===== config.mk =====
export PLATFORM = sky130hd
export DESIGN_NAME = aligned_pwm
export DESIGN_NICKNAME = d
export VERILOG_FILES = /design/src/rtl/apwm_pkg.sv /design/src/rtl/apwm_latch.sv /design/src/rtl/apwm_timebase.sv /design/src/rtl/apwm_window.sv /design/src/rtl/aligned_pwm.sv
export SDC_FILE = /design/constraint.sdc
export NUM_CORES = 1
export LEC_CHECK = 0
export BUFFER_PORTS_ARGS = -buffer_cell sky130_fd_sc_hd__buf_2
export CAP_MARGIN = 10
export CORE_ASPECT_RATIO = 0.75
export CORE_UTILIZATION = 40
export DETAILED_ROUTE_END_ITERATION = 16
export GPL_ROUTABILITY_DRIVEN = 0
export PLACE_DENSITY = 0.6
export SLEW_MARGIN = 20
export SYNTH_ARGS = -nofsm -noshare
export SYNTH_HDL_FRONTEND = slang
export SYNTH_SLANG_ARGS = --single-unit

===== constraint.sdc =====
create_clock -name clk -period 5.4 [get_ports clk]
set_input_delay 1.08 -clock clk [delete_from_list [all_inputs] [get_ports clk]]
set_output_delay 1.08 -clock clk [all_outputs]
set_load 0.05 [all_outputs]

===== src/rtl/apwm_pkg.sv =====
// Shared types for the aligned pulse width modulator.
// Assumes: alignment is chosen per period from two control bits.
package apwm_pkg;

    typedef enum logic [1:0] {
        ALIGN_LEFT   = 2'd0,
        ALIGN_RIGHT  = 2'd1,
        ALIGN_CENTRE = 2'd2
    } align_e;

    // Map the two control bits to an alignment; centre ignores trail.
    function automatic align_e align_from(input logic single, input logic trail);
        if (!single)
            return ALIGN_CENTRE;
        return trail ? ALIGN_RIGHT : ALIGN_LEFT;
    endfunction

endpackage


===== src/rtl/apwm_latch.sv =====
// Period-boundary capture of the width code and the alignment.
// Assumes: capture is a one-cycle strobe; reset is synchronous, active low.
module apwm_latch
    import apwm_pkg::*;
#(
    parameter int CODE_W = 6
) (
    input  logic              clk,
    input  logic              rst_n,
    input  logic              capture,
    input  logic [CODE_W-1:0] code_in,
    input  logic              single_edge,
    input  logic              trail_end,
    output logic [CODE_W-1:0] code_q,
    output align_e            align_q
);

    // Hold code and alignment; load them only on the boundary strobe.
    always_ff @(posedge clk) begin
        if (!rst_n) begin
            code_q  <= '0;
            align_q <= ALIGN_LEFT;
        end else if (capture) begin
            code_q  <= code_in;
            align_q <= align_from(single_edge, trail_end);
        end
    end

    // a strobe loads the presented code
    a_r6_capture: assert property (@(posedge clk) disable iff (!rst_n)
        capture |=> (code_q == $past(code_in)));

    // without a strobe the code is held
    a_r6_hold: assert property (@(posedge clk) disable iff (!rst_n)
        !capture |=> $stable(code_q));

    // leaving reset, the captured code is zero
    a_r8_cleared: assert property (@(posedge clk) disable iff (!rst_n)
        $rose(rst_n) |-> (code_q == '0));

endmodule


===== src/rtl/apwm_timebase.sv =====
// Tick counter for one pixel period, restarted by the boundary strobe.
// Assumes: the period is 2**CODE_W ticks, so the counter wraps naturally.
module apwm_timebase #(
    parameter int CODE_W = 6
) (
    input  logic              clk,
    input  logic              rst_n,
    input  logic              restart,
    output logic [CODE_W-1:0] tick
);

    // Count ticks within the period; a strobe returns the count to zero.
    always_ff @(posedge clk) begin
        if (!rst_n)
            tick <= '0;
        else if (restart)
            tick <= '0;
        else
            tick <= tick + 1'b1;
    end

    // the tick after a strobe is tick 0
    a_r6_restart: assert property (@(posedge clk) disable iff (!rst_n)
        restart |=> (tick == '0));

    // ticks advance by one between strobes
    a_r1_advance: assert property (@(posedge clk) disable iff (!rst_n)
        !restart |=> (tick == CODE_W'($past(tick) + 1'b1)));

endmodule


===== src/rtl/apwm_window.sv =====
// Decodes width and start tick from the captured code and alignment, and
// flags whether the current tick lies inside the pulse window.
// Assumes: the window [start, start+width) fits within 2**CODE_W ticks.
module apwm_window
    import apwm_pkg::*;
#(
    parameter int CODE_W = 6
) (
    input  logic [CODE_W-1:0] code,
    input  align_e            align,
    input  logic [CODE_W-1:0] tick,
    output logic              pulse
);

    localparam int CW     = CODE_W + 1;
    localparam int PERIOD = 1 << CODE_W;

    logic [CW-1:0] width;
    logic [CW-1:0] slack;
    logic [CW-1:0] start;
    logic [CW-1:0] stop;
    logic [CW-1:0] tick_x;

    // Width, placement and window compare for the running tick.
    always_comb begin
        width = (code == '0) ? '0 : (CW'(code) + CW'(1));
        slack = CW'(PERIOD) - width;
        case (align)
            ALIGN_LEFT:  start = '0;
            ALIGN_RIGHT: start = slack;
            default:     start = slack >> 1;
        endcase
        stop   = start + width;
        tick_x = CW'(tick);
        pulse  = (tick_x >= start) && (tick_x < stop);
    end

endmodule


===== src/rtl/aligned_pwm.sv =====
// Top of the aligned per-period pulse width modulator: capture, tick
// timebase, window decode and the asynchronous force-high override.
// Assumes: period_start is driven once every 2**CODE_W clock cycles.
module aligned_pwm
    import apwm_pkg::*;
#(
    parameter int CODE_W = 6
) (
    input  logic              clk,
    input  logic              rst_n,
    input  logic              period_start,
    input  logic [CODE_W-1:0] code_in,
    input  logic              single_edge,
    input  logic              trail_end,
    input  logic              force_high,
    output logic              pwm_out
);

    logic [CODE_W-1:0] code_q;
    align_e            align_q;
    logic [CODE_W-1:0] tick;
    logic              pulse;

    apwm_latch #(.CODE_W(CODE_W)) u_latch (
        .clk         (clk),
        .rst_n       (rst_n),
        .capture     (period_start),
        .code_in     (code_in),
        .single_edge (single_edge),
        .trail_end   (trail_end),
        .code_q      (code_q),
        .align_q     (align_q)
    );

    apwm_timebase #(.CODE_W(CODE_W)) u_time (
        .clk     (clk),
        .rst_n   (rst_n),
        .restart (period_start),
        .tick    (tick)
    );

    apwm_window #(.CODE_W(CODE_W)) u_window (
        .code  (code_q),
        .align (align_q),
        .tick  (tick),
        .pulse (pulse)
    );

    // Output: the override wins over the data path with no clock involved.
    always_comb pwm_out = force_high | pulse;

    // full code keeps the output high
    a_r2_full: assert property (@(posedge clk) disable iff (!rst_n)
        (code_q == '1) |-> pwm_out);

    // zero code keeps the output low unless forced
    a_r2_empty: assert property (@(posedge clk) disable iff (!rst_n)
        (code_q == '0 && !force_high) |-> !pwm_out);

    // a left-aligned nonzero pulse is high on tick 0
    a_r3_left_start: assert property (@(posedge clk) disable iff (!rst_n)
        (align_q == ALIGN_LEFT && code_q != '0 && tick == '0) |-> pulse);

    // a right-aligned nonzero pulse is high on the last tick
    a_r4_right_end: assert property (@(posedge clk) disable iff (!rst_n)
        (align_q == ALIGN_RIGHT && code_q != '0 && tick == '1) |-> pulse);

endmodule


==> summary.md <==
| Metric | Value |
|---|---|
| Rel. slew slack | `68.71%` |
| Worst setup margin | `371.5 ps` |
| Class of the worst hold path | `flop to flop` |
| Share of flip-flops with an asynchronous set or reset | `0%` |
| Synth Area in Compound Gates | `20.83%` |
| Maximum number of pins on one net before global-route repair | `12` |
| Initial core utilization | `43.04%` |
| Place WS | `458.8 ps` |
| Hold Crit Depth | `1` |
| Endpoint type of the worst setup path | `primary output` |
| Chip width | `71.62 um` |
| DP HPWL | `2429 um` |
| Top cells by area, synth | `dfxtp_1 (19%), ha_1 (18%), xor2_1 (5.4%)` |
| Post-Syn Area per Cell | `8.404 um2` |
| Ports | `13` |
| Drc violations | `0` |
| Crit path from | `u_latch.code_q[1]$_SDFFE_PN0P_` |
| Most frequent cells in the layout | `ha_1 (21), nor2_1 (16), inv_1 (14)` |
| Hold EP | `u_time.tick[0]$_SDFF_PP0_` |
| CP bufs+invs | `3` |
| First-pass GRT wire length | `4926 um` |
| Synth top area share | `19.28%` |
| CTS Sinks | `14` |
| Post-synth EDFFs | `0` |
| Final Hold Viols | `0` |
| Ant. Diodes | `0` |
| Mux contribution to synthesized area | `4.819%` |
| Worst R2R End | `u_time.tick[5]$_SDFF_PP0_` |
| Main combinational cell family by area after synthesis | `compound AO/OA/AOI/OAI gates` |
| Post-synthesis sequential area ratio | `19.28%` |
| CTS tree | `built` |
| Adder-Cell Fraction of Synth Area | `19.45%` |
| Die Area | `3882 um2` |
| Slowest library cell on the worst path | `or4b_4` |
| Setup TNS | `0 ps` |
| Maximum clock rate | `198.9 MHz` |
| Max FO, Critical Path | `8` |
| Pwr dens | `209.7 nW/um2` |
| Global-route usage over all layers | `16.65%` |
| Hold path startpoint | `u_time.tick[0]$_SDFF_PP0_` |
| Slew Viols, Final | `0` |
| Root buffer cell | `clkbuf_8` |
| CP top delay family | `simple AND/OR/NAND/NOR gates` |
| Port bufs | `12` |
| CTS Buffer Depth | `2` |
| CP cell instances | `inv_1 > ha_1 > or4b_4 > nor2_1 > nor2_1 > inv_1 > ha_1 > xor2_1 > a22o_1 > ha_1 > a21o_1 > a21oi_2 > o21bai_1 > a21oi_2 > xor2_1 > ha_1 > nor2_1 > nor2_1 > o211ai_1 > and4_1 > buf_4` |
| Total CTS buffers | `3` |
| XOR/XNOR share of the synthesized area | `9.639%` |
| Worst path required time | `4320 ps` |
| Via count | `1222` |
| Routed WL per cell | `13.18 um` |
| R2R Path Start | `u_time.tick[2]$_SDFF_PP0_` |
| DRT Wirelength | `2952 um` |
| Lkg Pwr | `0.7529 nW` |
| Worst-Margin Slew | `457.5 ps` |
| Fin Hold WS | `473.0 ps` |
| Syn Nets | `207` |
| CTS H-Tree Depth | `1` |
| Clock latency on the worst-skew pair | `240 ps` |
| Reg2Reg Depth | `4` |
| VDD IR-drop max | `0.1514 mV` |
| Yosys cell types | `47` |
| Die outline height | `54.21 um` |
| Layout net count | `219` |
| WS Path Type | `flop to primary output` |
| Dominant cell type by area after synthesis | `dfxtp_1` |
| Synth-to-layout area growth | `10.67%` |
| Clock transition at path regs | `60 ps` |
| Fill cells | `326` |
| Crit start category | `flop` |
| Max_cap viols | `0` |
| Mapped cell area | `1454 um2` |
| Synth Warn # | `0` |
| R2r setup slk | `4380 ps` |
| Vias per inst | `5.455` |
| Crit-path max cell delay | `470 ps` |
| Simple-Gate Fraction of Synth Area | `20.22%` |
| Final Skew | `0.1479 ps` |
| Drt pass-1 iters | `4` |
| DRT iter0 DRCs | `48` |
| Core area | `3378 um2` |
| Status | `complete, no violations` |
| Routed Antenna Nets | `0` |
| Total gr overflow | `0` |
| Top_reg_cell synth | `dfxtp_1` |
| Commonest non-fill, non-tap cell in the layout | `ha_1` |
| Final core utilization | `47.63%` |
| Hold_buf cts | `0` |
| Synthesized instance count | `173` |
| Share of layout cells above drive strength 1 | `13.04%` |
| Crit path DAT | `3950 ps` |
| Initial antenna violation count | `0` |
| # rows | `18` |
| Vias in the first global route | `1139` |
| Fin crit share | `93.12%` |
| #FFs+latches synth | `14` |
| Final worst path period need | `5028 ps` |
| Final setup fails | `0` |
## layout make-up
type / count / area (um2) / area share [%]
clock buffer: 4 / 55.05 / 3.421
inverter: 14 / 52.55 / 3.266
tap: 40 / 50.05 / 3.110
multi-input combinational: 139 / 1100 / 68.35
timing repair buffer: 13 / 70.07 / 4.355
sequential: 14 / 281.5 / 17.50
## per-layer routing
metal  track usage [%]  routed length, um  vias to the layer above
met5                 0                  0                        -
met4             2.941                 15                        0
met3             4.420                121                        2
met2             29.87               1308                       28
met1             20.66               1506                      547
li1                  -                  -                      645
## flip-flops by register name, summed over array words and instances, names as in the netlist
register / count
u_latch.code_q: 6
u_time.tick: 6
u_latch.align_q: 2
## cells in the mapped netlist, types with 2 or more instances
cell       count
and3_1         4
xor2_1         9
inv_1         14
mux2i_1        7
nand3_1        8
a21oi_1        4
clkbuf_1       4
nand2_1        6
dfxtp_1       14
a21o_1         2
o21ai_0        8
xnor2_1        7
o21a_1         2
nand2b_1       4
ha_1          21
a2111oi_0      2
nor2_1        16
nor2b_1       10
a22o_1         3
## how the worst max path moves through the flow
| stage | endpoint | slack, ps | depth (start not counted) |
|---|---|---|---|
| floorplan | pwm_out | 560 | 21 |
| global placement | pwm_out | 550 | 21 |
| global route | pwm_out | -10 | 19 |
| CTS | pwm_out | 180 | 21 |
| finish | pwm_out | 370 | 21 |
| detailed placement | pwm_out | 460 | 21 |
## kinds of logic after synthesis
logic type,count (synthesis)
simple gates,55
compound gates,39
fa+ha+maj,22
buf+inv,20
xor+xnor,16
flops,14
mux,7
## per-stage QoR
stage | cells | area (um2) | power (mW)
finish | 224 | 1609 | 0.3374
global route | 224 | 1609 | 0.3619
CTS | 224 | 1595 | 0.3379
detailed placement | 220 | 1540 | 0.2370
global placement | 220 | 1540 | 0.2356
floorplan | 173 | 1454 | 0.2114
## worst register-to-register path: stages, from the launching register on
cell and delay, ps:
dfxtp_1 420, nand3_1 140, nor2_1 150, xnor2_1 130, nor2_1 60
## power breakdown
group | switching [mW] | internal, mW | leakage [nW]
Combinational | 0.0658 | 0.0563 | 0.609
Clock | 0.0353 | 0.0645 | 0.0288
Sequential | 0.00776 | 0.108 | 0.115
Total | 0.109 | 0.229 | 0.753
## repair_timing
item | in CTS | in global routing
setup buffers | 0 | 0
endpoints found under the setup margin | 0 | 1
resized for setup | 0 | 6
Power figures use the tool's default switching activity.
